## src/rtl/mchk_pkg.sv

```systemverilog
package mchk_pkg;
  localparam int unsigned NSRC   = 32;
  localparam int unsigned ADDR_W = 8;
  localparam int unsigned DATA_W = 32;

  typedef enum logic [1:0] {
    SEL_NONE = 2'd0,
    SEL_STAT = 2'd1,
    SEL_MASK = 2'd2,
    SEL_CTRL = 2'd3
  } reg_sel_e;
endpackage

```

## src/rtl/mchk_status.sv

```systemverilog
module mchk_status #(
  parameter int unsigned N = 32,
  parameter logic [N-1:0] IMPL = '1
) (
  input  logic         clk,
  input  logic         rst,
  input  logic [N-1:0] src_i,
  input  logic [N-1:0] clr_i,
  output logic [N-1:0] status_o
);
  logic [N-1:0] stat_q;

  for (genvar i = 0; i < N; i++) begin : g_bit
    if (IMPL[i]) begin : g_impl
      always_ff @(posedge clk) begin
        if (rst)          stat_q[i] <= 1'b0;
        else if (src_i[i]) stat_q[i] <= 1'b1;
        else if (clr_i[i]) stat_q[i] <= 1'b0;
      end
    end else begin : g_rsvd
      assign stat_q[i] = 1'b0;
    end
  end

  assign status_o = stat_q;


  latch_src_chk: assert property (@(posedge clk) disable iff (rst)
    1'b1 |=> ((($past(src_i) & IMPL) & ~stat_q) == '0));


  sticky_hold_chk: assert property (@(posedge clk) disable iff (rst)
    1'b1 |=> ((($past(stat_q) & ~$past(clr_i)) & ~stat_q) == '0));


  clear_only_chk: assert property (@(posedge clk) disable iff (rst)
    1'b1 |=> (((stat_q & ~$past(stat_q)) & ~$past(src_i)) == '0));
endmodule

```

## src/rtl/mchk_regs.sv

```systemverilog
module mchk_regs
  import mchk_pkg::*;
#(
  parameter int unsigned N = 32,
  parameter int unsigned AW = 8,
  parameter int unsigned DW = 32,
  parameter logic [N-1:0] IMPL = '1,
  parameter logic [AW-1:0] STAT_OFS = 8'h40,
  parameter logic [AW-1:0] MASK_OFS = 8'h44,
  parameter logic [AW-1:0] CTRL_OFS = 8'h48
) (
  input  logic          clk,
  input  logic          rst,
  input  logic          en_i,
  input  logic          we_i,
  input  logic [AW-1:0] addr_i,
  input  logic [DW-1:0] wdata_i,
  input  logic [N-1:0]  status_i,
  output logic [DW-1:0] rdata_o,
  output logic [N-1:0]  clr_o,
  output logic [N-1:0]  mask_o,
  output logic          route_o
);
  reg_sel_e     sel;
  logic         wr_stat, wr_mask, wr_ctrl, rd;
  logic [N-1:0] mask_q;
  logic         route_q;
  logic [DW-1:0] rd_mux, rdata_q;

  always_comb begin
    if (addr_i == STAT_OFS)      sel = SEL_STAT;
    else if (addr_i == MASK_OFS) sel = SEL_MASK;
    else if (addr_i == CTRL_OFS) sel = SEL_CTRL;
    else                         sel = SEL_NONE;
  end

  assign wr_stat = en_i && we_i && (sel == SEL_STAT);
  assign wr_mask = en_i && we_i && (sel == SEL_MASK);
  assign wr_ctrl = en_i && we_i && (sel == SEL_CTRL);
  assign rd      = en_i && !we_i;

  assign clr_o = wr_stat ? (wdata_i[N-1:0] & IMPL) : '0;

  always_ff @(posedge clk) begin
    if (rst) begin
      mask_q  <= IMPL;
      route_q <= 1'b0;
    end else begin
      if (wr_mask) mask_q  <= wdata_i[N-1:0] & IMPL;
      if (wr_ctrl) route_q <= wdata_i[0];
    end
  end

  always_comb begin
    rd_mux = '0;
    case (sel)
      SEL_STAT: rd_mux[N-1:0] = status_i;
      SEL_MASK: rd_mux[N-1:0] = mask_q;
      SEL_CTRL: rd_mux[0]     = route_q;
      default:  rd_mux = '0;
    endcase
  end

  always_ff @(posedge clk) begin
    if (rst)     rdata_q <= '0;
    else if (rd) rdata_q <= rd_mux;
  end

  assign rdata_o = rdata_q;
  assign mask_o  = mask_q;
  assign route_o = route_q;


  mask_hold_chk: assert property (@(posedge clk) disable iff (rst)
    !wr_mask |=> $stable(mask_q));


  route_hold_chk: assert property (@(posedge clk) disable iff (rst)
    !wr_ctrl |=> $stable(route_q));


  rdata_hold_chk: assert property (@(posedge clk) disable iff (rst)
    !rd |=> $stable(rdata_q));
endmodule

```

## src/rtl/mchk_steer.sv

```systemverilog
module mchk_steer #(
  parameter int unsigned N = 32
) (
  input  logic         clk,
  input  logic         rst,
  input  logic [N-1:0] status_i,
  input  logic [N-1:0] mask_i,
  input  logic         route_i,
  input  logic         core_off_i,
  output logic         core_o,
  output logic         pin_o,
  output logic         pci_o
);
  logic req;
  logic core_q, pin_q, pci_q;

  assign req = |(status_i & mask_i);

  always_ff @(posedge clk) begin
    if (rst) begin
      core_q <= 1'b0;
      pin_q  <= 1'b0;
      pci_q  <= 1'b0;
    end else begin
      core_q <= req && !core_off_i;
      pin_q  <= req && core_off_i && route_i;
      pci_q  <= req && core_off_i && !route_i;
    end
  end

  assign core_o = core_q;
  assign pin_o  = pin_q;
  assign pci_o  = pci_q;


  one_target_chk: assert property (@(posedge clk) disable iff (rst)
    $onehot0({core_q, pin_q, pci_q}));


  core_mode_pins_chk: assert property (@(posedge clk) disable iff (rst)
    !core_off_i |=> (!pin_q && !pci_q));


  no_req_chk: assert property (@(posedge clk) disable iff (rst)
    ((status_i & mask_i) == '0) |=> !(core_q || pin_q || pci_q));


  alt_mode_core_chk: assert property (@(posedge clk) disable iff (rst)
    core_off_i |=> !core_q);
endmodule

```

## src/rtl/mchk_router.sv

```systemverilog
module mchk_router
  import mchk_pkg::*;
#(
  parameter logic [NSRC-1:0]   IMPL     = 32'hFFFF_0F3F,
  parameter logic [ADDR_W-1:0] STAT_OFS = 8'h40,
  parameter logic [ADDR_W-1:0] MASK_OFS = 8'h44,
  parameter logic [ADDR_W-1:0] CTRL_OFS = 8'h48
) (
  input  logic              clk,
  input  logic              rst,
  input  logic [NSRC-1:0]   err_src,
  input  logic              core_off,
  input  logic              bus_en,
  input  logic              bus_we,
  input  logic [ADDR_W-1:0] bus_addr,
  input  logic [DATA_W-1:0] bus_wdata,
  output logic [DATA_W-1:0] bus_rdata,
  output logic              core_mchk,
  output logic              pin_mchk,
  output logic              pci_inta
);
  logic [NSRC-1:0] status, clr, mask;
  logic            route;

  mchk_status #(.N(NSRC), .IMPL(IMPL)) u_status (
    .clk(clk), .rst(rst), .src_i(err_src), .clr_i(clr), .status_o(status)
  );

  mchk_regs #(
    .N(NSRC), .AW(ADDR_W), .DW(DATA_W), .IMPL(IMPL),
    .STAT_OFS(STAT_OFS), .MASK_OFS(MASK_OFS), .CTRL_OFS(CTRL_OFS)
  ) u_regs (
    .clk(clk), .rst(rst), .en_i(bus_en), .we_i(bus_we), .addr_i(bus_addr),
    .wdata_i(bus_wdata), .status_i(status), .rdata_o(bus_rdata),
    .clr_o(clr), .mask_o(mask), .route_o(route)
  );

  mchk_steer #(.N(NSRC)) u_steer (
    .clk(clk), .rst(rst), .status_i(status), .mask_i(mask), .route_i(route),
    .core_off_i(core_off), .core_o(core_mchk), .pin_o(pin_mchk), .pci_o(pci_inta)
  );
endmodule

```

## config.mk

```make
export PLATFORM = sky130hd
export DESIGN_NAME = mchk_router
export DESIGN_NICKNAME = d
export VERILOG_FILES = /design/src/rtl/mchk_pkg.sv /design/src/rtl/mchk_status.sv /design/src/rtl/mchk_regs.sv /design/src/rtl/mchk_steer.sv /design/src/rtl/mchk_router.sv
export SDC_FILE = /design/constraint.sdc
export NUM_CORES = 1
export LEC_CHECK = 0
export BUFFER_PORTS_ARGS = -buffer_cell sky130_fd_sc_hd__buf_2
export CAP_MARGIN = 20
export CORE_ASPECT_RATIO = 1.75
export CORE_MARGIN = 2
export CORE_UTILIZATION = 51
export DETAILED_ROUTE_END_ITERATION = 12
export PLACE_DENSITY = 0.8
export SYNTH_ARGS = -nofsm -noshare
export SYNTH_HDL_FRONTEND = slang
export SYNTH_SLANG_ARGS = --single-unit
export TNS_END_PERCENT = 20
```

## constraint.sdc

```tcl
create_clock -name clk -period 2.2 [get_ports clk]
set_input_delay 0.22 -clock clk [delete_from_list [all_inputs] [get_ports clk]]
set_output_delay 0.22 -clock clk [all_outputs]
set_load 0.1 [all_outputs]
```

==> results of run 1 <==
-- state kept, by name (all words and copies together) (netlist names) --
register,cells
u_steer.pci_o,1
u_regs.route_o,1
u_regs.rdata_o,26
u_status.status_o,26
u_steer.pin_o,1
u_steer.core_o,1
u_regs.mask_o,26
-- stage by stage --
step	util (%)	hold WS (ns)	instances	power (uW)
2_1_floorplan	-	0.298	395	1810
3_3_place_gp	59.8	0.419	544	1920
3_5_place_dp	59.8	0.429	544	1920
4_1_cts	64.1	0.0801	558	3390
5_1_grt	64.1	0.0950	560	3480
6_report	64.1	0.0839	560	3370
-- power by group --
part           total (uW)  internal, uW  switching (uW)
combinational         344           131             212
clock                1480           923             556
sequential           1550          1520            29.3
total                3370          2580             797
-- area by class of cell --
type	count	area [um2]	share of cell area, %
Tap cell	84	105	2.37
Inverter	1	3.75	0.0847
Clock buffer	11	253	5.70
Antenna cell	2	5.00	0.113
Clock inverter	3	40.0	0.904
Timing Repair Buffer	101	566	12.8
Multi-Input combinational cell	276	1820	41.0
Sequential cell	82	1640	37.1
-- cell usage after synthesis, types with 2 or more instances --
cell / instances
dfxtp_1: 82
nor2_1: 80
a22oi_1: 33
a211oi_1: 28
nor3_1: 26
nor3b_1: 26
mux2_2: 25
a21oi_2: 24
clkbuf_1: 17
buf_4: 8
buf_2: 5
buf_6: 5
a221oi_1: 3
a22o_1: 3
nand2_1: 3
a21oi_1: 2
mux2i_1: 2
nor3_4: 2
nor4_1: 2
-- kinds of logic after synthesis --
| group | Yosys count |
|---|---|
| buffers and inverters | 37 |
| muxes | 27 |
| other | 1 |
| and+or+nand+nor | 148 |
| AOI/OAI and AO/OA | 95 |
| DFF | 82 |
-- metal layers --
metal  wire, um  GRT usage [%]  up-vias
li1           -              -     1576
met1       3690           29.9     1470
met2       4680           40.7      105
met3        475           2.82       20
met4        252           12.7        0
met5          0              0        -
-- worst max-delay path by stage --
stage,from,to,slack [ns],depth (start not counted)
floorplan,bus_addr[7],u_regs.mask_o[10],0.56,5
global placement,bus_addr[7],u_regs.mask_o[21],0.33,6
detailed placement,bus_addr[7],u_regs.mask_o[20],0.28,6
CTS,bus_addr[7],u_regs.mask_o[4],0.63,6
global route,bus_addr[7],u_regs.mask_o[4],0.53,6
finish,bus_addr[7],u_regs.mask_o[4],0.62,6
==> impl_metrics.tcl, run 1 <==
set metrics [dict create \
    setup_tns_ns 0 \
    relSlewSlack_pct 30.1 \
    synth.largest_area_cell "dfxtp_1" \
    netlist_area_um2 3650 \
    crit_required_ns 2.47 \
    viasPerCell 5.66 \
    final_antenna_net_count 0 \
    hp-class "in2reg" \
    cts_root_buf "clkbuf_16" \
    ir_worst_vdd_v 0.000574 \
    core-area_um2 6910 \
    antenna_found_initial 2 \
    worstPathCellList "buf_2, or4b_1, nor3_4, buf_12, nor3_1, a21oi_2" \
    hold_end "u_steer.core_o" \
    hp-start "core_off" \
    rsz0062_at_grt "false" \
    synth_top_family_by_area "simple AND/OR/NAND/NOR gates" \
    die_h_um 116 \
    ff2ff_setup_slack_ns 0.74 \
    ys_warn_count 0 \
    worstRegToRegCells 4 \
    die-area_um2 7880 \
    drc 0 \
    cts_buffers 9 \
    ioPinCount 112 \
    wire_per_inst_um 16.2 \
    fin_ws_ns 0.618 \
    areaGrowthSynthToFinish_pct 21.3 \
    setup_viol 0 \
    grt_max_degree 109 \
    muxShareOfSynthArea_pct 8.26 \
    ys.flop_type "dfxtp_1" \
    globalplace.congestion 0.828 \
    critical_path.top_delay_family "simple AND/OR/NAND/NOR gates" \
    synth_seq_cells 82 \
    rows 40 \
    vias 3171 \
    hold_buffers 0 \
    postPlaceCellArea_um2 4130 \
    synth_compound_area_share_pct 20.4 \
    finalNetCount 548 \
    grt_usage_pct 24.3 \
    slowest_delay_ns 0.69 \
    status "finished, final reports clean" \
    synth_top_area_share_pct 44.9 \
    min_period_ns 1.58 \
    max_cap_viol_count 0 \
    synth_area_leaders "dfxtp_1 (45%), nor2_1 (8.2%), mux2_2 (7.7%), a22oi_1 (6.8%), a211oi_1 (5.8%)" \
    fin_skew_ns 0.00421 \
    port_buffers 93 \
    start_util_pct 52.9 \
    h-tree-depth 3 \
    clockBufferDepth 2 \
    postSynthAreaPerCell_um2 9.36 \
    clock_latency_ns 0.33 \
    tightest_slew_ns 1.05 \
    final_area_um2 4430 \
    cp_max_fo 52 \
    reg2reg_to "u_steer.pci_o" \
    detail_route.iter0.violations 237 \
    chipWidth_um 68.0 \
    critPathKind "in2reg" \
    fin_crit_sh_pct 71.9 \
    crit_slowest_cell "or4b_1" \
    final_cell_mix "buf_2 (92), dfxtp_1 (82), nor2_1 (80)" \
    wirelength_mm 9.10 \
    slew_violations 0 \
    hold_violations 0 \
    synthSimpleGateAreaFrac_pct 20.5 \
    fmax_mhz 632 \
    cts_tree "yes" \
    p_leak_uw 0.00177 \
    synth_xor_xnor_area_share_pct 0 \
    powerDensity_nw_per_um2 762 \
    endpoint_kind "flip-flop" \
    holdPathStages 2 \
    synth-async-reset-ratio_pct 0 \
    grt_pass1_wl_mm 14.3 \
    grt_pass1_vias 2983 \
    cts.sinks 82 \
    synth_fa_ha_area_share_pct 0 \
    synthDistinctLibCells 33 \
    startpoint_type "input port" \
    final_common_cell "buf_2" \
    drive_above_1_share_pct 35.2 \
    synthCells 390 \
    cts_setup_buffers 0 \
    hpwl_mm 6.18 \
    grt.overflow.total 0 \
    pre_cts_ws_ns 0.282 \
    crit_arrival_ns 1.85 \
    ys_seq_area_share_pct 44.9 \
    drtPass1Iterations 5 \
    regToRegStartpoint "u_status.status_o[1]" \
    fillCellCount 592 \
    cp_num_buf_inv 2 \
    cts_resized 0 \
    synth-edff-count 0 \
    clk_pin_slew_worst_paths_ns 0.06 \
]
Power figures use the tool's default switching activity.
==> inputs of run 2 (changes only) <==
--- a/config.mk
+++ b/config.mk
@@ -5,13 +5,14 @@
 export SDC_FILE = /design/constraint.sdc
 export NUM_CORES = 1
 export LEC_CHECK = 0
+export ABC_AREA = 1
 export BUFFER_PORTS_ARGS = -buffer_cell sky130_fd_sc_hd__buf_2
 export CAP_MARGIN = 20
 export CORE_ASPECT_RATIO = 1.75
 export CORE_MARGIN = 2
-export CORE_UTILIZATION = 51
+export CORE_UTILIZATION = 47
 export DETAILED_ROUTE_END_ITERATION = 12
-export PLACE_DENSITY = 0.8
+export PLACE_DENSITY = 0.78
 export SYNTH_ARGS = -nofsm -noshare
 export SYNTH_HDL_FRONTEND = slang
 export SYNTH_SLANG_ARGS = --single-unit
==> constraint.sdc (replaced) <==
create_clock -name clk -period 1.4 [get_ports clk]
set_input_delay 0.14 -clock clk [delete_from_list [all_inputs] [get_ports clk]]
set_output_delay 0.14 -clock clk [all_outputs]
set_load 0.1 [all_outputs]
==> impl_metrics.tcl, run 2 <==
set metrics [dict create \
    rows 43 \
    regToRegStartpoint "u_status.status_o[1]" \
    crit_arrival_ns 1.14 \
    ys_seq_area_share_pct 43.4 \
    wirelength_mm 9.45 \
    hp-class "in2reg" \
    startpoint_type "flip-flop" \
    antenna_found_initial 0 \
    critPathKind "reg2out" \
    cts_resized 0 \
    areaGrowthSynthToFinish_pct 22.4 \
    synth_top_area_share_pct 43.4 \
    ys.flop_type "dfxtp_1" \
    critical_path.top_delay_family "buffers and inverters" \
    hpwl_mm 6.66 \
    clk_pin_slew_worst_paths_ns 0.06 \
    synthDistinctLibCells 22 \
    netlist_area_um2 3780 \
    cp_max_fo 2 \
    synth-async-reset-ratio_pct 0 \
    wire_per_inst_um 12.5 \
    reg2reg_to "u_steer.pci_o" \
    die-area_um2 8810 \
    fmax_mhz 779 \
    hold_violations 0 \
    hold_end "u_regs.mask_o[29]" \
    viasPerCell 4.99 \
    relSlewSlack_pct 66.7 \
    final_cell_mix "nand2_1 (182), nand3_1 (103), buf_2 (93)" \
    clock_latency_ns 0.34 \
    postSynthAreaPerCell_um2 6.58 \
    detail_route.iter0.violations 335 \
    port_buffers 93 \
    rsz0062_at_grt "false" \
    worstPathCellList "buf_2" \
    start_util_pct 48.2 \
    drtPass1Iterations 5 \
    cts.sinks 82 \
    fin_skew_ns 0.00359 \
    hp-start "bus_wdata[29]" \
    clockBufferDepth 2 \
    grt_usage_pct 22.8 \
    cp_num_buf_inv 1 \
    globalplace.congestion 0.821 \
    grt_max_degree 53 \
    tightest_slew_ns 0.498 \
    setup_viol 0 \
    final_antenna_net_count 0 \
    chipWidth_um 71.8 \
    finalNetCount 738 \
    drc 0 \
    hold_buffers 0 \
    placedCellCount 740 \
    grt_pass1_wl_mm 15.7 \
    antennaDiodeCount 0 \
    synth.largest_area_cell "dfxtp_1" \
    h-tree-depth 3 \
    vias 3774 \
    final_cells 756 \
    max_cap_viol_count 0 \
    synth-edff-count 0 \
    setup_tns_ns 0 \
    ioPinCount 112 \
    ys_warn_count 0 \
    grt.overflow.total 0 \
    p_leak_uw 0.00250 \
    final_common_cell "nand2_1" \
    cts_buffers 9 \
    slowest_delay_ns 0.44 \
    endpoint_kind "primary output" \
    synthCells 575 \
    pre_cts_ws_ns 0.178 \
    crit_slowest_cell "buf_2" \
    fin_crit_sh_pct 91.7 \
    fin_ws_ns 0.117 \
    crit_required_ns 1.26 \
    synthMostInstantiatedCell "nand2_1" \
    slew_violations 0 \
    synth_common_cells "nand2_1 (182), nand3_1 (103), dfxtp_1 (82), nor2_1 (69), inv_1 (63)" \
    cts_root_buf "clkbuf_16" \
    ff2ff_setup_slack_ns 0.30 \
    powerDensity_nw_per_um2 1270 \
    grt_pass1_vias 3497 \
    synth_seq_cells 82 \
    drive_above_1_share_pct 19.4 \
    die_h_um 123 \
    holdPathStages 3 \
    synth_area_leaders "dfxtp_1 (43%), nand2_1 (18%), nand3_1 (14%), nor2_1 (6.8%), inv_1 (6.3%)" \
    worstRegToRegCells 8 \
    min_period_ns 1.28 \
    cts_tree "yes" \
    status "finished, final reports clean" \
    core-area_um2 7860 \
    fin_util_pct 59.0 \
    cts_setup_buffers 0 \
    ir_worst_vdd_v 0.000972 \
]
==> run 2: cell count changes in the layout (fill, tap and decap cells not counted), sizes merged, moves of 9 or more <==
| cell | delta |
|---|---|
| nor3b | -26 |
| nor3 | -28 |
| mux2 | -25 |
| nand3 | +102 |
| nor2 | -9 |
| a22oi | -33 |
| a211oi | -28 |
| inv | +65 |
| nand2 | +180 |
==> run 2: worst max-delay path by stage <==
| stage | from | end | slack, ns | cells past startpoint |
|---|---|---|---|---|
| after floorplan | u_regs.rdata_o[0] | u_regs.rdata_o[0] | 0.10 | 2 |
| after global placement | bus_addr[7] | u_regs.mask_o[1] | 0.21 | 9 |
| after detailed placement | bus_addr[7] | u_regs.mask_o[21] | 0.18 | 9 |
| after CTS | u_regs.rdata_o[20] | bus_rdata[20] | 0.11 | 1 |
| after global routing | u_regs.rdata_o[20] | bus_rdata[20] | 0.09 | 1 |
| final | u_regs.rdata_o[20] | bus_rdata[20] | 0.12 | 1 |
==> run 2: logic make-up after synthesis <==
| logic type | after synthesis | synth area share (%) |
|---|---|---|
| buffers and inverters | 101 | 12.2 |
| other | 1 | 0.0991 |
| AND/OR/NAND/NOR | 361 | 40.3 |
| AO/OA/AOI/OAI | 30 | 4.03 |
| flip-flops | 82 | 43.4 |
==> run 2: final cells by class <==
type | instances | area [um2]
clock inverters | 1 | 30.0
fillers | 761 | 3220
repair buffers | 105 | 593
well taps | 90 | 113
flip-flops and latches | 82 | 1640
clock buffers | 15 | 288
inverters | 66 | 250
multi-input cells | 397 | 1720
==> run 2: metal layers <==
metal	track usage [%]	wire length [um]
met1	25.6	3660
met2	40.2	4950
met3	4.93	568
met4	11.2	278
met5	0	0
==> run 2: power breakdown <==
group | leakage, uW | internal [uW] | total, uW | switching (uW)
clock network | 0.000156 | 1580 | 2470 | 892
logic | 0.00167 | 222 | 917 | 695
registers | 0.000675 | 2440 | 2500 | 62.8
==> run 2: per-stage QoR <==
stage / cell area, um2 / total power [uW] / hold slack [ns]
floorplan: 3800 / 3230 / 0.266
global placement: 4310 / 3450 / 0.369
detailed placement: 4310 / 3470 / 0.373
CTS: 4630 / 5910 / 0.0231
global route: 4630 / 6110 / 0.0377
finish: 4630 / 5880 / 0.0301
